## config.mk

```make
export PLATFORM = sky130hd
export DESIGN_NAME = bsel_decoder
export DESIGN_NICKNAME = d
export VERILOG_FILES = /design/src/rtl/bsel_pkg.sv /design/src/rtl/bsel_map_store.sv /design/src/rtl/bsel_col_match.sv /design/src/rtl/bsel_lowest_pick.sv /design/src/rtl/bsel_decoder.sv
export SDC_FILE = /design/constraint.sdc
export NUM_CORES = 1
export LEC_CHECK = 0
export BUFFER_PORTS_ARGS = -buffer_cell sky130_fd_sc_hd__buf_4
export CAP_MARGIN = 10
export CORE_MARGIN = 2
export CORE_UTILIZATION = 59
export DETAILED_ROUTE_END_ITERATION = 6
export PLACE_DENSITY = 0.85
export SLEW_MARGIN = 5
export SYNTH_ARGS = -nofsm -noshare
export SYNTH_HDL_FRONTEND = slang
export SYNTH_SLANG_ARGS = --single-unit
```

## constraint.sdc

```tcl
create_clock -name clk -period 3.2 [get_ports clk]
set_clock_uncertainty 0.15 [all_clocks]
set_input_delay 0.32 -clock clk [delete_from_list [all_inputs] [get_ports clk]]
set_output_delay 0.32 -clock clk [all_outputs]
set_load 0.005 [all_outputs]
```

## src/rtl/bsel_pkg.sv

```systemverilog
package bsel_pkg;
    localparam int unsigned COLS_DEF  = 8;
    localparam int unsigned BLK_W_DEF = 4;
    localparam int unsigned EXT_W_DEF = 2;
    localparam int unsigned BASE_W    = 16;

    // Extended-bank qualifier: match the bank when enabled, else base region only
    function automatic logic ext_ok(input logic mm, input logic [EXT_W_DEF-1:0] hi,
                                    input logic [EXT_W_DEF-1:0] bank);
        if (mm) return (hi == bank);
        return (hi == '0);
    endfunction
endpackage

```

## src/rtl/bsel_map_store.sv

```systemverilog
module bsel_map_store #(
    parameter int unsigned N_COLS = 8,
    parameter int unsigned BLK_W  = 4,
    localparam int unsigned COL_W = (N_COLS > 1) ? $clog2(N_COLS) : 1
) (
    input  logic                    clk,
    input  logic                    rst_n,
    input  logic                    wr,
    input  logic [COL_W-1:0]        col,
    input  logic [BLK_W-1:0]        blk,
    input  logic                    vld,
    output logic [N_COLS-1:0]       map_vld,
    output logic [N_COLS*BLK_W-1:0] map_blk
);
    for (genvar k = 0; k < N_COLS; k++) begin : g_entry
        always_ff @(posedge clk or negedge rst_n) begin
            if (!rst_n) begin
                map_vld[k]                  <= 1'b0;
                map_blk[k*BLK_W +: BLK_W]   <= '0;
            end else if (wr && (col == COL_W'(k))) begin
                map_vld[k]                  <= vld;
                map_blk[k*BLK_W +: BLK_W]   <= blk;
            end
        end
    end
endmodule

```

## src/rtl/bsel_col_match.sv

```systemverilog
module bsel_col_match #(
    parameter int unsigned N_COLS = 8,
    parameter int unsigned BLK_W  = 4
) (
    input  logic [N_COLS-1:0]       map_vld,
    input  logic [N_COLS*BLK_W-1:0] map_blk,
    input  logic [BLK_W-1:0]        blk_addr,
    input  logic                    gate,
    output logic [N_COLS-1:0]       hit
);
    for (genvar k = 0; k < N_COLS; k++) begin : g_cmp
        assign hit[k] = gate && map_vld[k] && (map_blk[k*BLK_W +: BLK_W] == blk_addr);
    end
endmodule

```

## src/rtl/bsel_lowest_pick.sv

```systemverilog
module bsel_lowest_pick #(
    parameter int unsigned N = 8
) (
    input  logic [N-1:0] req,
    output logic [N-1:0] gnt
);
    always_comb begin
        logic taken;
        taken = 1'b0;
        gnt   = '0;
        for (int i = 0; i < N; i++) begin
            if (req[i] && !taken) begin
                gnt[i] = 1'b1;
                taken  = 1'b1;
            end
        end
    end
endmodule

```

## src/rtl/bsel_decoder.sv

```systemverilog
module bsel_decoder #(
    parameter int unsigned N_COLS = bsel_pkg::COLS_DEF,
    parameter int unsigned BLK_W  = bsel_pkg::BLK_W_DEF,
    parameter int unsigned EXT_W  = bsel_pkg::EXT_W_DEF,
    localparam int unsigned COL_W  = (N_COLS > 1) ? $clog2(N_COLS) : 1,
    localparam int unsigned ADDR_W = bsel_pkg::BASE_W + EXT_W
) (
    input  logic              clk,
    input  logic              rst_n,
    input  logic              cfg_wr,
    input  logic [COL_W-1:0]  cfg_col,
    input  logic [BLK_W-1:0]  cfg_blk,
    input  logic              cfg_vld,
    input  logic              mm_en,
    input  logic [EXT_W-1:0]  bank_cfg,
    input  logic              phantom_en,
    input  logic              phantom_n,
    input  logic [ADDR_W-1:0] addr,
    output logic [N_COLS-1:0] cs_n,
    output logic              board_sel
);
    logic [N_COLS-1:0]       map_vld;
    logic [N_COLS*BLK_W-1:0] map_blk;
    logic [N_COLS-1:0]       hit;
    logic [N_COLS-1:0]       gnt;
    logic                    bank_ok;
    logic                    gate;
    logic [BLK_W-1:0]        blk_addr;
    logic [EXT_W-1:0]        ext_hi;

    assign blk_addr = addr[bsel_pkg::BASE_W-1 -: BLK_W];
    assign ext_hi   = addr[ADDR_W-1 -: EXT_W];

    if (EXT_W == bsel_pkg::EXT_W_DEF) begin : g_ext_pkg
        assign bank_ok = bsel_pkg::ext_ok(mm_en, ext_hi, bank_cfg);
    end else begin : g_ext_gen
        assign bank_ok = mm_en ? (ext_hi == bank_cfg) : (ext_hi == '0);
    end

    assign gate = bank_ok && !(phantom_en && !phantom_n);

    bsel_map_store #(.N_COLS(N_COLS), .BLK_W(BLK_W)) store_i (
        .clk(clk), .rst_n(rst_n), .wr(cfg_wr), .col(cfg_col),
        .blk(cfg_blk), .vld(cfg_vld), .map_vld(map_vld), .map_blk(map_blk)
    );

    bsel_col_match #(.N_COLS(N_COLS), .BLK_W(BLK_W)) match_i (
        .map_vld(map_vld), .map_blk(map_blk), .blk_addr(blk_addr),
        .gate(gate), .hit(hit)
    );

    bsel_lowest_pick #(.N(N_COLS)) pick_i (.req(hit), .gnt(gnt));

    assign cs_n      = ~gnt;
    assign board_sel = |gnt;
endmodule

```

==> impl_metrics.tcl <==
set metrics [dict create \
    cp-startpoint "store_i.map_blk[16]$_DFFE_PN0P_" \
    dpl.hpwl_microns 3158 \
    max_slew.worst_pin.slew_ns 0.6349 \
    setup_ws_ns 0.7883 \
    power.total_mw 1.245 \
    grt_pass1_wl_microns 7141 \
    rsz0062_at_grt "false" \
    core-area_sq_um 3416 \
    antenna_found_initial 0 \
    drtAntennaViolNets 0 \
    wl_per_cell_microns 17.72 \
    grt.overflow.total 0 \
    first_iter_violations 38 \
    gp_congestion 0.8383 \
    cts-root-buf "clkbuf_4" \
    yosys_register_bits 40 \
    insertedDiodeCount 0 \
    cts_tree "built" \
    setup_viol 0 \
    max_cap_viol_count 0 \
    avgSynthCellArea_sq_um 12.77 \
    tns_ns 0 \
    whs_ns 0.1283 \
    p_per_area_nw_per_um2 510.6 \
    area_growth_pct 14.31 \
    place_inst 239 \
    period_needed_ns 2.412 \
    viasPerCell 5.781 \
    ir_drop_uv 268.3 \
    hold_violations 0 \
    critical_path_arrival_ns 1.94 \
    synth_nets 201 \
    r2r_end "store_i.map_blk[7]$_DFFE_PN0P_" \
    crit_path_end_kind "primary output" \
    ios 43 \
    final_max_slew_viol_count 0 \
    synth_warnings 0 \
    crit_end "board_sel" \
    dieArea_sq_um 4113 \
    crit_type "reg2out" \
    cts-resized-gates 0 \
    period_share_pct 75.37 \
    clock-sinks 40 \
    clk_latency_ns 0.35 \
    clock.fmax_mhz 414.6 \
    postCtsSetupBuffers 0 \
    postSynthCellCount 167 \
    clk_path_buf_depth 2 \
    dp_slack_ns 1.013 \
    cts_inserted_buffers 5 \
    num_rows 21 \
    clkTransAtPathRegs_ns 0.11 \
    drive_gt1_share_pct 43.78 \
    h-tree-depth 2 \
    final_area_sq_um 2439 \
    p_leak_nw 1.030 \
    fp.dieW_microns 64.13 \
    worst_r2r_path_depth 1 \
    final_cells 247 \
    fin_util_pct 71.39 \
    critPathRequiredTime_ns 2.73 \
    worstHoldPathType "in2reg" \
    place_area_sq_um 2382 \
    die_y_microns 64.13 \
    status "completed" \
    route.detailed.drc 0 \
    ys_seq_area_share_pct 46.92 \
    synth_area_sq_um 2133 \
    grt_pass1_vias 1457 \
    drt-total-wl_microns 4378 \
    path_max_fanout 3 \
    nNetsFinal 235 \
    crit_path_start_kind "flop" \
    firstDrtPassIters 7 \
    vias 1428 \
    hold_buffers 1 \
    relSlewSlack_pct 57.28 \
    start_util_pct 62.45 \
    placement.io_buffers 30 \
    grt_usage_pct 24.01 \
    yosys.cell_types.count 27 \
    reg2reg_from "store_i.map_blk[7]$_DFFE_PN0P_" \
    reg2reg_slack_ns 2.26 \
    grt_max_degree 41 \
]
[routing by layer]
metal	GRT usage [%]	wire length, microns	part of all wire [%]	vias to the layer above
li1	-	-	-	662
met1	30.07	1892	43	708
met2	40.10	2187	50	48
met3	3.697	197	4.5	10
met4	12.77	100	2.3	0
met5	0	0	0	-
[worst min path at each step]
stage / from / end / slack, ns / cells after the start
after floorplan: rst_n / store_i.map_blk[0]$_DFFE_PN0P_ / -0.13 / 0
after global placement: rst_n / store_i.map_blk[20]$_DFFE_PN0P_ / 0.16 / 1
after detailed placement: rst_n / store_i.map_blk[21]$_DFFE_PN0P_ / 0.17 / 1
after CTS: cfg_blk[0] / store_i.map_blk[16]$_DFFE_PN0P_ / 0.13 / 2
after global routing: cfg_blk[0] / store_i.map_blk[8]$_DFFE_PN0P_ / 0.12 / 2
final: cfg_blk[2] / store_i.map_blk[10]$_DFFE_PN0P_ / 0.13 / 2
[Yosys cell counts]
cell type	n	area share, %
buf_6	1	0.53
nand3_1	3	0.70
nor3b_2	2	1.2
nor4_1	5	1.5
nand4_1	1	0.29
nand3b_1	1	0.35
xnor2_1	7	2.9
nand4b_1	4	1.6
o221a_2	1	0.53
nor4_2	2	1.2
dfrtp_1	40	47
xor2_1	22	9.0
mux2_2	40	21
nor3b_1	1	0.35
nor2_1	2	0.35
nor3_1	1	0.23
nor4_4	3	3.0
nor3_2	2	0.94
inv_1	5	0.88
a21oi_1	1	0.23
nand2b_1	5	1.5
inv_2	1	0.18
nand2_1	10	1.8
o2111ai_1	1	0.41
a222oi_1	2	0.94
o21ai_2	1	0.41
buf_4	3	1.1
[logic make-up after synthesis]
logic type	Yosys count	share of synthesized area (%)
DFF	40	46.92
AOI/OAI and AO/OA	6	2.522
buffers and inverters	10	2.639
muxes	40	21.11
and+or+nand+nor	42	14.90
xor gates and xnor gates	29	11.91
[where the power goes]
group          internal, mW  switching [mW]
Sequential            0.616          0.0715
Combinational         0.176           0.146
Clock                0.0809           0.155
[flip-flops by register name, summed over array words and instances, names as in the netlist]
| name | cells |
|---|---|
| store_i.map_blk | 32 |
| store_i.map_vld | 8 |
[worst max-delay path, stage by stage, from the launching register on]
cell     delay [ns]
dfrtp_1        0.41
xor2_1         0.15
nor4_1         0.58
nor4_1         0.17
a21oi_1        0.16
buf_4          0.12
[area by class of cell]
cell class | instances | area (sq um)
multi-input cells | 117 | 1076
flip-flops and latches | 40 | 1001
fillers | 250 | 977.2
repair buffers | 31 | 235.2
well taps | 46 | 57.56
clock buffers | 6 | 41.29
inverters | 6 | 22.52
clock inverters | 1 | 5.005
[cells in the final DEF, fill, tap and decap left out, types with 2 or more instances in the layout]
| cell | Yosys | layout |
|---|---|---|
| nand4b_1 | 4 | 4 |
| nor4_4 | 3 | 3 |
| xor2_1 | 22 | 22 |
| a222oi_1 | 2 | 2 |
| nor3_2 | 2 | 2 |
| nor4_1 | 5 | 5 |
| buf_4 | 3 | 30 |
| dfrtp_1 | 40 | 40 |
| nand2b_1 | 5 | 5 |
| xnor2_1 | 7 | 7 |
| nor3b_2 | 2 | 2 |
| nand2_1 | 10 | 10 |
| mux2_2 | 40 | 40 |
| nand3_1 | 3 | 3 |
| inv_1 | 5 | 5 |
| clkbuf_4 | 0 | 5 |
| nor2_1 | 2 | 2 |
| nor4_2 | 2 | 2 |
Power figures use the tool's default switching activity.
